[src/rtl/symDaPkg.sv]
package symDaPkg;

  // Strobes from the sequencer to the datapath.
  typedef struct packed {
    logic start;  // load new sample, clear carries and accumulator
    logic step;   // process one bit position
    logic msb;    // this step is the sign position of the pair sums
  } daStrobes_t;

endpackage

[src/rtl/symDaTable.sv]
// One partial-sum table: entry a holds the sum of the weights whose
// address bit is set in a. Contents are derived from the parameter.
module symDaTable #(
  parameter int CW    = 8,
  parameter int TABIN = 4,
  parameter logic [TABIN*CW-1:0] WEIGHTS = '0,
  localparam int TW    = CW + $clog2(TABIN),
  localparam int DEPTH = 1 << TABIN
) (
  input  logic [TABIN-1:0]    addr,
  output logic signed [TW-1:0] value
);

  function automatic int entrySum(input int a);
    int s;
    s = 0;
    for (int i = 0; i < TABIN; i++) begin
      if (((a >> i) & 1) == 1)
        s += int'($signed(WEIGHTS[i*CW +: CW]));
    end
    return s;
  endfunction

  logic signed [TW-1:0] rom [DEPTH];

  for (genvar a = 0; a < DEPTH; a++) begin : g_word
    localparam int ENTRY = entrySum(a);
    assign rom[a] = TW'(ENTRY);
  end

  assign value = rom[addr];

endmodule

[src/rtl/symDaCtrl.sv]
// Sequencer: accepts a sample when idle and then walks the bit positions.
module symDaCtrl import symDaPkg::*; #(
  parameter int DW = 8,
  localparam int PW   = DW + 1,
  localparam int CNTW = $clog2(PW)
) (
  input  logic            clk,
  input  logic            rstN,
  input  logic            sampleValid,
  output daStrobes_t      str,
  output logic [CNTW-1:0] bitIdx,
  output logic            resultValid
);

  logic busy;

  always_comb begin
    str.start = sampleValid && !busy;
    str.step  = busy;
    str.msb   = busy && (bitIdx == CNTW'(PW - 1));
  end

  always_ff @(posedge clk) begin
    if (!rstN) begin
      busy        <= 1'b0;
      bitIdx      <= '0;
      resultValid <= 1'b0;
    end else begin
      resultValid <= str.msb;
      if (str.start) begin
        busy   <= 1'b1;
        bitIdx <= '0;
      end else if (busy) begin
        if (str.msb) begin
          busy   <= 1'b0;
          bitIdx <= '0;
        end else begin
          bitIdx <= bitIdx + 1'b1;
        end
      end
    end
  end


  pulse_single_chk: assert property (@(posedge clk) disable iff (!rstN)
    resultValid |=> !resultValid);


  msb_then_idle_chk: assert property (@(posedge clk) disable iff (!rstN)
    str.msb |=> (!busy && resultValid));


  count_progress_chk: assert property (@(posedge clk) disable iff (!rstN)
    (busy && !str.msb) |=> (busy && bitIdx == $past(bitIdx) + 1'b1));


  accept_in_pulse_chk: assert property (@(posedge clk) disable iff (!rstN)
    (resultValid && sampleValid) |-> str.start);

endmodule

[src/rtl/symDaPath.sv]
// Datapath: sample history, serial pair pre-adders, partial-sum tables,
// table adder and right-shifting accumulator.
module symDaPath import symDaPkg::*; #(
  parameter int DW    = 8,
  parameter int CW    = 8,
  parameter int NTAPS = 16,
  parameter int TABIN = 4,
  parameter logic [NTAPS/2*CW-1:0] COEFS = '0,
  localparam int NPAIR = NTAPS / 2,
  localparam int NTAB  = NPAIR / TABIN,
  localparam int PW    = DW + 1,
  localparam int CNTW  = $clog2(PW),
  localparam int SELW  = $clog2(DW),
  localparam int TW    = CW + $clog2(TABIN),
  localparam int PARW  = TW + $clog2(NTAB) + 1,
  localparam int OW    = PARW + PW
) (
  input  logic            clk,
  input  logic            rstN,
  input  daStrobes_t      str,
  input  logic [CNTW-1:0] bitIdx,
  input  logic [DW-1:0]   sampleIn,
  output logic [OW-1:0]   result
);

  // Sample history, newest at index 0.
  logic [DW-1:0] taps [NTAPS];

  always_ff @(posedge clk) begin
    if (!rstN) begin
      for (int k = 0; k < NTAPS; k++) taps[k] <= '0;
    end else if (str.start) begin
      taps[0] <= sampleIn;
      for (int k = 1; k < NTAPS; k++) taps[k] <= taps[k-1];
    end
  end

  // Bit position seen by the pre-adders; the extra step repeats the sign.
  logic [SELW-1:0] sel;
  always_comb begin
    if (int'(bitIdx) >= DW) sel = SELW'(DW - 1);
    else                    sel = bitIdx[SELW-1:0];
  end

  // Serial pre-adders on mirrored pairs.
  logic [NPAIR-1:0] carry;
  logic [NPAIR-1:0] sumBit;

  for (genvar j = 0; j < NPAIR; j++) begin : g_pair
    logic aBit, bBit;
    assign aBit      = taps[j][sel];
    assign bBit      = taps[NTAPS-1-j][sel];
    assign sumBit[j] = aBit ^ bBit ^ carry[j];

    always_ff @(posedge clk) begin
      if (!rstN)          carry[j] <= 1'b0;
      else if (str.start) carry[j] <= 1'b0;
      else if (str.step)  carry[j] <= (aBit & bBit) | (carry[j] & (aBit ^ bBit));
    end
  end

  // Partial-sum tables, four weights each.
  logic signed [TW-1:0] tabOut [NTAB];

  for (genvar g = 0; g < NTAB; g++) begin : g_tab
    symDaTable #(
      .CW     (CW),
      .TABIN  (TABIN),
      .WEIGHTS(COEFS[g*TABIN*CW +: TABIN*CW])
    ) table_i (
      .addr (sumBit[g*TABIN +: TABIN]),
      .value(tabOut[g])
    );
  end

  logic signed [PARW-1:0] partial;
  always_comb begin
    partial = '0;
    for (int g = 0; g < NTAB; g++)
      partial = partial + {{(PARW-TW){tabOut[g][TW-1]}}, tabOut[g]};
  end

  // Shift accumulator: the high part shifts right, the low bits retire.
  logic signed [PARW-1:0] hi, addend, sumT, hiNext;
  logic [PW-2:0]          lo;
  logic [PW-1:0]          loNext;

  always_comb begin
    addend = str.msb ? -partial : partial;
    sumT   = hi + addend;
    hiNext = sumT >>> 1;
    loNext = {sumT[0], lo};
  end

  always_ff @(posedge clk) begin
    if (!rstN) begin
      hi     <= '0;
      lo     <= '0;
      result <= '0;
    end else begin
      if (str.start) begin
        hi <= '0;
        lo <= '0;
      end else if (str.step) begin
        hi <= hiNext;
        lo <= loNext[PW-1:1];
      end
      if (str.step && str.msb) result <= {hiNext, loNext};
    end
  end


  newest_hold_chk: assert property (@(posedge clk) disable iff (!rstN)
    !str.start |=> $stable(taps[0]));


  oldest_hold_chk: assert property (@(posedge clk) disable iff (!rstN)
    !str.start |=> $stable(taps[NTAPS-1]));


  carry_clear_chk: assert property (@(posedge clk) disable iff (!rstN)
    str.start |=> (carry == '0));


  result_hold_chk: assert property (@(posedge clk) disable iff (!rstN)
    !(str.step && str.msb) |=> $stable(result));

endmodule

[src/rtl/symDaFir.sv]
module symDaFir import symDaPkg::*; #(
  parameter int DW    = 8,
  parameter int CW    = 8,
  parameter int NTAPS = 16,
  parameter int TABIN = 4,
  parameter logic [NTAPS/2*CW-1:0] COEFS = 64'hFF11_9C40_E305_7F80,
  localparam int PW   = DW + 1,
  localparam int CNTW = $clog2(PW),
  localparam int TW   = CW + $clog2(TABIN),
  localparam int PARW = TW + $clog2(NTAPS / 2 / TABIN) + 1,
  localparam int OW   = PARW + PW
) (
  input  logic          clk,
  input  logic          rstN,
  input  logic          sampleValid,
  input  logic [DW-1:0] sampleIn,
  output logic [OW-1:0] result,
  output logic          resultValid
);

  daStrobes_t      strobes;
  logic [CNTW-1:0] bitIdx;

  symDaCtrl #(.DW(DW)) ctrl_i (
    .clk        (clk),
    .rstN       (rstN),
    .sampleValid(sampleValid),
    .str        (strobes),
    .bitIdx     (bitIdx),
    .resultValid(resultValid)
  );

  symDaPath #(
    .DW(DW), .CW(CW), .NTAPS(NTAPS), .TABIN(TABIN), .COEFS(COEFS)
  ) path_i (
    .clk     (clk),
    .rstN    (rstN),
    .str     (strobes),
    .bitIdx  (bitIdx),
    .sampleIn(sampleIn),
    .result  (result)
  );


  valid_after_msb_chk: assert property (@(posedge clk) disable iff (!rstN)
    resultValid |-> $past(strobes.msb));

endmodule

[config.mk]
export PLATFORM = sky130hd
export DESIGN_NAME = symDaFir
export DESIGN_NICKNAME = d
export VERILOG_FILES = /design/src/rtl/symDaPkg.sv /design/src/rtl/symDaTable.sv /design/src/rtl/symDaCtrl.sv /design/src/rtl/symDaPath.sv /design/src/rtl/symDaFir.sv
export SDC_FILE = /design/constraint.sdc
export NUM_CORES = 1
export LEC_CHECK = 0
export ABC_AREA = 1
export BUFFER_PORTS_ARGS = -buffer_cell sky130_fd_sc_hd__buf_2
export CORE_UTILIZATION = 55
export DETAILED_ROUTE_END_ITERATION = 6
export PLACE_DENSITY = 0.72
export SLEW_MARGIN = 20
export SYNTH_ARGS = -nofsm -noshare
export SYNTH_HDL_FRONTEND = slang
export SYNTH_SLANG_ARGS = --single-unit
[constraint.sdc]
create_clock -name clk -period 14.7 [get_ports clk]
set_input_delay 4.41 -clock clk [delete_from_list [all_inputs] [get_ports clk]]
set_output_delay 4.41 -clock clk [all_outputs]
set_load 0.05 [all_outputs]
==> impl_metrics.ini, run 1 <==
[layout]
nFillCells = 1460
antenna_cells = 0
postLayoutCoreUtil_pct = 61.49
area_growth_pct = 8.528
register_area_mm2 = 0.004905
layout_common_cells = inv_1, nand2_1, nor2_1, edfxtp_1, a21oi_1
fin_nets = 1149
final_common_cell = inv_1
layout-drive-gt1-share_pct = 8.115
multi_input_area_mm2 = 0.003578

[logic_synthesis]
synthDistinctLibCells = 42
synth_area_leaders = edfxtp_1, dfxtp_1, inv_1
yosysTopAreaCellShare_pct = 40.62
syn_area_mm2 = 0.009463
synth_cells = 1089
postSynthAreaPerCell_um2 = 8.689
yosys_register_bits = 181
synth_sequential_area_ratio_pct = 51.83
synth_top_cell_by_area = edfxtp_1
ys.warnings.count = 0
synth_nets = 1142

[critical_path]
critical-path-top-delay-family = buffers and inverters
cpMostUsedCell = buf_4
max_stage_delay_ns = 0.68
path_depth = 6
cp_slowest_cell = buf_4
start_kind = input pin
ff2ff_path_depth = 31
crit_buf_inv = 5
crit_arrival_ns = 6.57
crit_path_end_kind = register
crit_fanout = 103
worstSetupPathType = in -> reg
critPathRequiredTime_ns = 14.76
worstPathCellList = buf_2, buf_4, inv_1, a21oi_2, inv_6, buf_4

[clocking]
numCtsBuffers = 17
clk_pin_slew_ns = 0.06
cts_hold_buf = 0
cts.sinks = 181
insertion_delay_ns = 0.43
clock_path_buffers = 2
cts_tree = yes
root_buffer = clkbuf_16
htree_num_levels = 4
cts_setup_buffers = 0
ctsResizeCount = 0

[timing]
whs_ns = 0.4599
report.final.slew_viol_count = 0
relSlewSlack_pct = 41.41
hold_viol_final = 0
min_period_ns = 6.515
fin_ws_ns = 8.185
worst_pin_slew_ns = 0.8789
max_freq_mhz = 153.5
fin_skew_ns = 0.009617
setup_viol = 0
rsz0062_at_grt = false
fin_crit_sh_pct = 44.32
setup-tns-final_ns = 0

[power_and_ir_drop]
p_total_mw = 1.769
ir_worst_vdd_mv = 0.09841
p_leak_nw = 4.754
cellPowerDensity_mw_per_mm2 = 172.3

[drt]
wl_per_cell_um = 13.51
routed_via_density = 5.141
vias = 6832
drt_iter0_markers = 607
ant_nets = 0
detail_route.first_pass.iterations = 5
drc = 0
drt-total-wl_um = 17960

[global_route]
antenna_found_initial = 0
grt-ovfl-total = 0
busiest_layer = met2
use_met2_pct = 33.74
met3_usage_pct = 3.957
grt_first_pass_wirelength_um = 29820
grt_util_met1_pct = 29.31
grt_start_max_net_pins = 104
grt_pass1_vias = 6274
grt_use_total_pct = 21.28

[placement]
place_ws_ns = 7.743
hpwl_um = 11390
portBuffers = 32
place.gp.congestion = 0.8028

[floorplan]
die-area_mm2 = 0.01773
rows = 47
fp.dieW_um = 133.2
start_util_pct = 56.66
fp.coreArea_mm2 = 0.01670
pin_count = 33
chipHeight_um = 133.2

[run_status]
outcome = complete, no violations

[hold_path]
hold_depth = 2
hp-class = reg -> reg

[job]
drv_cap = 0
## worst paths after layout
check | startpoint | to | slack (ns)
min | path_i.lo[0]$_SDFFE_PP0P_ | path_i.lo[0]$_SDFFE_PP0P_ | 0.46
min reg2reg | path_i.lo[0]$_SDFFE_PP0P_ | path_i.lo[0]$_SDFFE_PP0P_ | 0.46
max reg2reg | ctrl_i.bitIdx[3]$_SDFFE_PP0P_ | path_i.hi[8]$_SDFFE_PP0P_ | 8.26
max | rstN | path_i.taps[0][53]$_SDFFCE_PN0P_ | 8.19
## routing by layer
| layer | vias to the layer above | share of wire, % |
|---|---|---|
| met1 | 3175 | 48 |
| li1 | 3546 | - |
| met5 | - | 0 |
| met3 | 26 | 2.9 |
| met4 | 0 | 1.9 |
| met2 | 85 | 47 |
## area by class of cell
class	count	area share (%)
timing repair buffer	41	2.217
inverter	207	7.615
sequential	181	47.76
clock buffer	22	4.325
multi-input combinational	648	34.84
clock inverter	10	0.5604
tap	220	2.680
## cells in the mapped netlist, drive strengths merged
master     n
ha        32
mux2       1
xor2      15
xnor2      4
nand3     33
a21oi     67
fa        10
a21o       7
o32ai      7
a211oi     1
o21bai     7
nand2    180
inv      206
dfxtp     53
nor2     162
a311oi     7
nor3       7
o2111ai    1
nand3b     1
o211ai    13
clkbuf    39
o31ai      1
o22ai      1
edfxtp   128
or2        1
o221ai     8
a221oi     8
o21ai     57
a31oi     14
buf       14
clkinv     1
o21a       3
## metrics by stage
step / std cells / area, µm²
final: 1329 / 10270
after global routing: 1329 / 10270
after CTS: 1329 / 10270
after detailed placement: 1297 / 9768
after global placement: 1297 / 9768
after floorplan: 1089 / 9463
## sequential cells by signal, indices dropped and copies added, names as in the netlist
| register | count |
|---|---|
| path_i.hi | 11 |
| path_i.lo | 8 |
| path_i.taps | 128 |
| ctrl_i.busy | 1 |
| path_i.carry | 8 |
| ctrl_i.bitIdx | 4 |
| ctrl_i.resultValid | 1 |
| path_i.result | 20 |
## worst reg2reg max path: cells and delay by family, from the launching register on
| family | cells | cell delay [ns] |
|---|---|---|
| adder cells (fa/ha/maj) | 5 | 1.84 |
| AO/OA/AOI/OAI | 6 | 1.15 |
| flip-flops | 1 | 0.36 |
| buffers and inverters | 8 | 1.55 |
| XOR/XNOR | 2 | 0.43 |
| AND/OR/NAND/NOR | 10 | 1.03 |
## power by group
part	switching, mW	total, mW	internal [mW]
sequential	0.0191	0.610	0.591
clock	0.185	0.398	0.214
combinational	0.499	0.761	0.262
total	0.703	1.77	1.07
## logic make-up after synthesis
logic type                 count (synthesis)  synth area share, %
and+or+nand+nor                          384                16.28
muxes                                      1               0.1190
adders and majority gates                 42                6.347
AOI/OAI and AO/OA                        202                13.16
DFF                                      181                51.83
buffers and inverters                    260                10.51
xor gates and xnor gates                  19                1.759
No activity file was read; power rests on OpenSTA's default activity.
==> run 2, diff against run 1 <==
--- a/config.mk
+++ b/config.mk
@@ -5,7 +5,7 @@
 export SDC_FILE = /design/constraint.sdc
 export NUM_CORES = 1
 export LEC_CHECK = 0
-export ABC_AREA = 1
+export ABC_AREA = 0
 export BUFFER_PORTS_ARGS = -buffer_cell sky130_fd_sc_hd__buf_2
 export CORE_UTILIZATION = 55
 export DETAILED_ROUTE_END_ITERATION = 6
==> constraint.sdc (replaced) <==
create_clock -name clk -period 6.8 [get_ports clk]
set_input_delay 2.04 -clock clk [delete_from_list [all_inputs] [get_ports clk]]
set_output_delay 2.04 -clock clk [all_outputs]
set_load 0.05 [all_outputs]
==> run 2 against run 1 <==
Via count decreased by 14%; flip-flop and latch count unchanged; largest power group unchanged; clock-buffer cell count down 5; die area shrank 2.3%; power up 110%; sequential power is 120% higher; first-iteration DRC count is 37% lower; non-clock buffer count increased by 5; hold slack got worse by 0.0076 ns; largest cell class unchanged.
==> impl_metrics.ini, run 2 <==
[run_status]
outcome = complete, no violations

[critical_path]
critPathRequiredTime_ns = 7.17
ff2ff_path_depth = 25
crit_path_end_kind = register
crit_fanout = 13
rrSetupSlack_ns = 0.32
worstSetupPathType = reg -> reg
crit_arrival_ns = 6.85
start_kind = register
timing.rr.start = ctrl_i.bitIdx[3]$_SDFFE_PP0P_
r2r_end = path_i.hi[10]$_SDFFE_PP0P_

[floorplan]
pin_count = 33
start_util_pct = 55.95
fp.dieW_um = 131.7
fp.coreArea_mm2 = 0.01652
chipHeight_um = 131.7
die-area_mm2 = 0.01733
rows = 47

[logic_synthesis]
ys.warnings.count = 0
synth_nets = 845
async_flop_share_pct = 0
synthDistinctLibCells = 56
synth-main-ff-cell = edfxtp_1
synth_sequential_area_ratio_pct = 53.05
synth_cells = 792
yosys_register_bits = 181
syn_area_mm2 = 0.009245
synth_edf_count = 128
synth_top_cell_by_area = edfxtp_1
yosysMostFrequentCell = and2_1
synth_area_leaders = edfxtp_1, dfxtp_1, and2_1
postSynthAreaPerCell_um2 = 11.67
yosys-top-cells-count = and2_1, edfxtp_1, nand2_1
yosysTopAreaCellShare_pct = 41.58

[timing]
min_period_ns = 6.481
worst_pin_slew_ns = 0.9158
fin_crit_sh_pct = 95.30
fin_skew_ns = 0.01063
report.final.slew_viol_count = 0
hold_viol_final = 0
relSlewSlack_pct = 38.95
setup_viol = 0
fin_ws_ns = 0.3193
max_freq_mhz = 154.3

[placement]
placed_area_mm2 = 0.009622
place.gp.congestion = 0.8965
place_ws_ns = 0.1769
portBuffers = 32
place_inst = 1008
hpwl_um = 11460

[power_and_ir_drop]
power.switching_mw = 1.318
clkPwrFrac_pct = 26.8
cellPowerDensity_mw_per_mm2 = 362.3
p_leak_nw = 4.067
switching_share_pct = 35.42
power_frac_comb_pct = 37.7
p_int_mw = 2.402
seqPwrFrac_pct = 35.5
ir_worst_vdd_mv = 0.2124

[clocking]
numCtsBuffers = 17
cts_tree = yes
cts.sinks = 181
root_buffer = clkbuf_16
clock_path_buffers = 2
clk_pin_slew_ns = 0.08
htree_num_levels = 4
insertion_delay_ns = 0.43

[layout]
final_common_cell = and2_1
layout-drive-gt1-share_pct = 15.31
layout_common_cells = and2_1, edfxtp_1, nand2_1, nor2_1, dfxtp_1
fin_cells = 1043
top_register = path_i.taps
largest_reg_flops = 128
reg_top3 = path_i.taps x128, path_i.result x20, path_i.hi x11
fin_area_mm2 = 0.01027
antenna_cells = 0
area_growth_pct = 11.07
fin_nets = 863

[global_route]
grt_use_total_pct = 20.96
grt_start_max_net_pins = 71
grt_pass1_vias = 5777
antenna_found_initial = 0
grt-ovfl-total = 0
grt_first_pass_wirelength_um = 28560

[drt]
ant_nets = 0
drt_iter0_markers = 385
drc = 0
detail_route.first_pass.iterations = 5
wl_per_cell_um = 16.37
routed_via_density = 5.619
drt-total-wl_um = 17080
vias = 5861

[hold_path]
hp-class = reg -> reg
hold_depth = 2
hold_start = path_i.result[12]$_SDFFE_PN0P_
worst_hold_path.endpoint = path_i.result[12]$_SDFFE_PN0P_

[job]
drv_cap = 0
run 2: cell types whose count changed after synthesis, sizes merged, moves of 14 or more:
cell	delta
nand3	-29
xnor2	+14
mux4	+24
nor2	-100
o21ai	-30
mux2i	+37
nand2	-110
and2	+130
inv	-186
a21oi	-27
run 2: power groups by stage:
stage                     sequential (mW)  combinational [mW]  clock, mW
after floorplan                      1.33                1.12          0
after global routing                 1.33                1.56       1.06
after detailed placement             1.35                1.36          0
after global placement               1.34                1.31          0
final                                1.32                1.40      0.998
after CTS                            1.32                1.38       1.01
run 2: final cells by class:
cell class	instances	area, µm²
sequential	181	4906
timing repair buffer	46	300.3
inverter	20	75.07
fill	1263	6256
clock buffer	17	425.4
clock inverter	15	173.9
tap	220	275.3
multi-input combinational	544	4113
run 2: per-stage QoR:
step	hold WS (ns)	total power [mW]	utilization, %	setup TNS (ns)
2_1_floorplan	0.4313	2.456	-	0
3_3_place_gp	0.4393	2.652	58.11	0
3_5_place_dp	0.4450	2.708	58.23	0
4_1_cts	0.4555	3.711	61.85	0
5_1_grt	0.4871	3.955	62.14	-0.001041
6_report	0.4522	3.720	62.14	0
run 2: how the worst max path moves through the flow:
| stage | startpoint | depth (start not counted) | endpoint |
|---|---|---|---|
| after CTS | ctrl_i.bitIdx[3]$_SDFFE_PP0P_ | 24 | path_i.hi[10]$_SDFFE_PP0P_ |
| after global routing | ctrl_i.bitIdx[3]$_SDFFE_PP0P_ | 25 | path_i.hi[10]$_SDFFE_PP0P_ |
| after detailed placement | ctrl_i.bitIdx[3]$_SDFFE_PP0P_ | 24 | path_i.hi[10]$_SDFFE_PP0P_ |
| after floorplan | rstN | 3 | path_i.taps[0][0]$_SDFFCE_PN0P_ |
| final | ctrl_i.bitIdx[3]$_SDFFE_PP0P_ | 25 | path_i.hi[10]$_SDFFE_PP0P_ |
| after global placement | ctrl_i.bitIdx[3]$_SDFFE_PP0P_ | 24 | path_i.hi[10]$_SDFFE_PP0P_ |
run 2: per-layer routing:
layer / vias up / global-route usage, % / wire [µm]
li1: 2825 / - / -
met1: 2907 / 27.60 / 7832
met2: 99 / 34.54 / 8454
met3: 30 / 4.128 / 456
met4: 0 / 7.429 / 333
met5: - / 0 / 0
run 2: repair_timing:
item | 4_1_cts | 5_1_grt
buffers inserted | 0 | 3
endpoints found under the setup margin | 0 | 2
hold endpoints to repair | 0 | 0
hold buffers | 0 | 0
resized for setup | 0 | 8
run 2: logic make-up after synthesis:
kind of cell	Yosys count	synth area share, %
multiplexers	70	10.95
adder cells (fa/ha/maj)	42	6.496
flip-flops	181	53.05
XOR/XNOR	31	2.937
AO/OA/AOI/OAI	106	7.281
AND/OR/NAND/NOR	295	16.47
buffers and inverters	67	2.815
run 2: worst max-delay path: stages, from the launching register on:
cell	delay [ns]
dfxtp_1	0.37
nor2_2	0.20
buf_4	0.23
mux4_2	0.53
nand2_1	0.09
o21ai_0	0.17
fa_1	0.82
nor2_1	0.09
a21oi_1	0.14
ha_1	0.20
inv_1	0.07
fa_1	0.44
nor2b_2	0.19
o22a_1	0.17
xor2_1	0.12
or3b_4	0.45
o31ai_1	0.29
xnor2_1	0.11
ha_1	0.35
a21oi_1	0.22
o221ai_1	0.18
a21o_1	0.21
a21o_1	0.22
xor2_1	0.17
o22ai_1	0.18
mux2i_1	0.19
==> run 3, diff against run 2 <==
--- a/config.mk
+++ b/config.mk
@@ -9,7 +9,7 @@
 export BUFFER_PORTS_ARGS = -buffer_cell sky130_fd_sc_hd__buf_2
 export CORE_UTILIZATION = 55
 export DETAILED_ROUTE_END_ITERATION = 6
-export PLACE_DENSITY = 0.72
+export PLACE_DENSITY = 0.69
 export SLEW_MARGIN = 20
 export SYNTH_ARGS = -nofsm -noshare
 export SYNTH_HDL_FRONTEND = slang
==> run 3 against run 2 <==
Fmax is 0.45% higher; routed wire length is 3.2% higher; worst setup slack better by 0.029 ns; clock power is 7% higher; largest cell class unchanged; clock-buffer cell count stayed put; largest power group unchanged; design area is 0.73% higher.
==> impl_metrics.ini, run 3 (synthesis results as in run 2) <==
[layout]
fin_area_mm2 = 0.01034
nFillCells = 1266
reg_top3 = path_i.taps x128, path_i.result x20, path_i.hi x11
area_growth_pct = 11.88
layout_common_cells = and2_1, edfxtp_1, nand2_1, nor2_1, dfxtp_1
fin_nets = 865
top_register = path_i.taps
fin_cells = 1045
antenna_cells = 0
largest_reg_flops = 128
final_common_cell = and2_1
layout-drive-gt1-share_pct = 15.88

[clocking]
clk_pin_slew_ns = 0.07
cts_hold_buf = 0
numCtsBuffers = 17
htree_num_levels = 4
insertion_delay_ns = 0.43
cts.sinks = 181
cts_tree = yes
root_buffer = clkbuf_16
clock_path_buffers = 2

[drt]
drt-total-wl_um = 17620
routed_via_density = 5.602
wl_per_cell_um = 16.86
drc = 0
vias = 5854
detail_route.first_pass.iterations = 4
ant_nets = 0
drt_iter0_markers = 356

[floorplan]
fp.dieW_um = 131.7
rows = 47
start_util_pct = 55.95
pin_count = 33
fp.coreArea_mm2 = 0.01652
chipHeight_um = 131.7
die-area_mm2 = 0.01733

[timing]
setup-tns-final_ns = 0
rsz0062_at_grt = false
fin_crit_sh_pct = 94.87
setup_viol = 0
relSlewSlack_pct = 41.30
report.final.slew_viol_count = 0
min_period_ns = 6.451
fin_skew_ns = 0.006290
max_freq_mhz = 155.0
whs_ns = 0.4516
hold_viol_final = 0
worst_pin_slew_ns = 0.8783

[critical_path]
crit_fanout = 8
crit_arrival_ns = 6.81
worstSetupPathType = reg -> reg
crit_path_end_kind = register
rrSetupSlack_ns = 0.35
critPathRequiredTime_ns = 7.16
start_kind = register

[power_and_ir_drop]
switching_share_pct = 34.45
seqPwrFrac_pct = 34.8
p_leak_nw = 4.079
power_frac_comb_pct = 37.2
p_int_mw = 2.497
ir_worst_vdd_mv = 0.2280
power.switching_mw = 1.312
cellPowerDensity_mw_per_mm2 = 368.2
clkPwrFrac_pct = 28.0

[global_route]
grt_start_max_net_pins = 64
grt-ovfl-total = 0
grt_use_total_pct = 21.46
grt_first_pass_wirelength_um = 29400
grt_pass1_vias = 5822
antenna_found_initial = 0

[placement]
place_inst = 1010
placed_area_mm2 = 0.009649
hpwl_um = 11790
place.gp.congestion = 0.8051
portBuffers = 32

[run_status]
outcome = complete, no violations

[job]
drv_cap = 0

[hold_path]
hp-class = reg -> reg
-- run 3: cell count changes in the layout (fill, tap and decap cells not counted), moves of 2 or more --
| cell | previous run | this run |
|---|---|---|
| fa_2 | 2 | 5 |
| fa_1 | 8 | 5 |
| clkinvlp_4 | 1 | 5 |
| clkinv_4 | 3 | 0 |
| inv_8 | 6 | 2 |
| bufinv_16 | 1 | 4 |
| buf_4 | 10 | 12 |
-- run 3: path summary, 6_finish.rpt --
path,startpoint,to,cells past startpoint
setup / recovery,ctrl_i.bitIdx[3]$_SDFFE_PP0P_,path_i.hi[10]$_SDFFE_PP0P_,25
hold reg to reg,path_i.result[1]$_SDFFE_PN0P_,path_i.result[1]$_SDFFE_PN0P_,2
hold / removal,path_i.result[1]$_SDFFE_PN0P_,path_i.result[1]$_SDFFE_PN0P_,2
setup reg to reg,ctrl_i.bitIdx[3]$_SDFFE_PP0P_,path_i.hi[10]$_SDFFE_PP0P_,25
-- run 3: critical path, cell delays in order, from the launching register on --
cell      delay [ns]
dfxtp_1         0.38
nor2_4          0.18
buf_6           0.18
buf_4           0.18
mux4_2          0.51
mux2_2          0.30
fa_2            0.59
inv_1           0.08
ha_1            0.32
nand2_1         0.10
nand2_1         0.07
ha_1            0.34
nor2b_2         0.19
o22a_1          0.18
xor2_1          0.19
or3b_4          0.45
o31ai_1         0.28
xnor2_1         0.12
ha_1            0.35
a21oi_1         0.21
o221ai_1        0.19
a21o_1          0.21
a21o_1          0.23
xor2_1          0.18
o22ai_1         0.18
mux2i_1         0.19
-- run 3: layout make-up --
class / count / area [µm²] / area share [%]
flip-flops and latches: 181 / 4906 / 47.43
well taps: 220 / 275.3 / 2.661
clock buffers: 17 / 425.4 / 4.113
clock inverters: 15 / 215.2 / 2.081
multi-input cells: 544 / 4125 / 39.88
inverters: 20 / 75.07 / 0.7258
repair buffers: 48 / 321.6 / 3.109
-- run 3: metrics by stage --
stage                     setup slack [ns]  total power [mW]  util, %
after floorplan                     0.2786             2.456        -
after global placement              0.4100             2.684    58.39
after detailed placement            0.2395             2.731    58.39
after CTS                           0.1655             3.804    62.27
after global routing               0.01599             4.035    62.60
final                               0.3487             3.809    62.60
-- run 3: power groups by stage --
stage	Combinational [mW]	Sequential (mW)	Clock, mW
CTS	1.40	1.32	1.08
global placement	1.34	1.34	0
detailed placement	1.38	1.35	0
finish	1.42	1.32	1.07
global route	1.58	1.33	1.12
floorplan	1.12	1.33	0
-- run 3: layer usage --
layer | track usage (%) | wire length (µm) | up-vias
met5 | 0 | 0 | -
met2 | 36.63 | 8995 | 91
met3 | 4.437 | 512 | 13
met4 | 5.879 | 157 | 0
li1 | - | - | 2829
met1 | 27.70 | 7950 | 2921
-- run 3: what timing repair did --
action	4_1_cts	5_1_grt
setup endpoints to repair	0	2
gates resized for setup	0	9
setup buffers	0	3
hold endpoints to repair	0	0
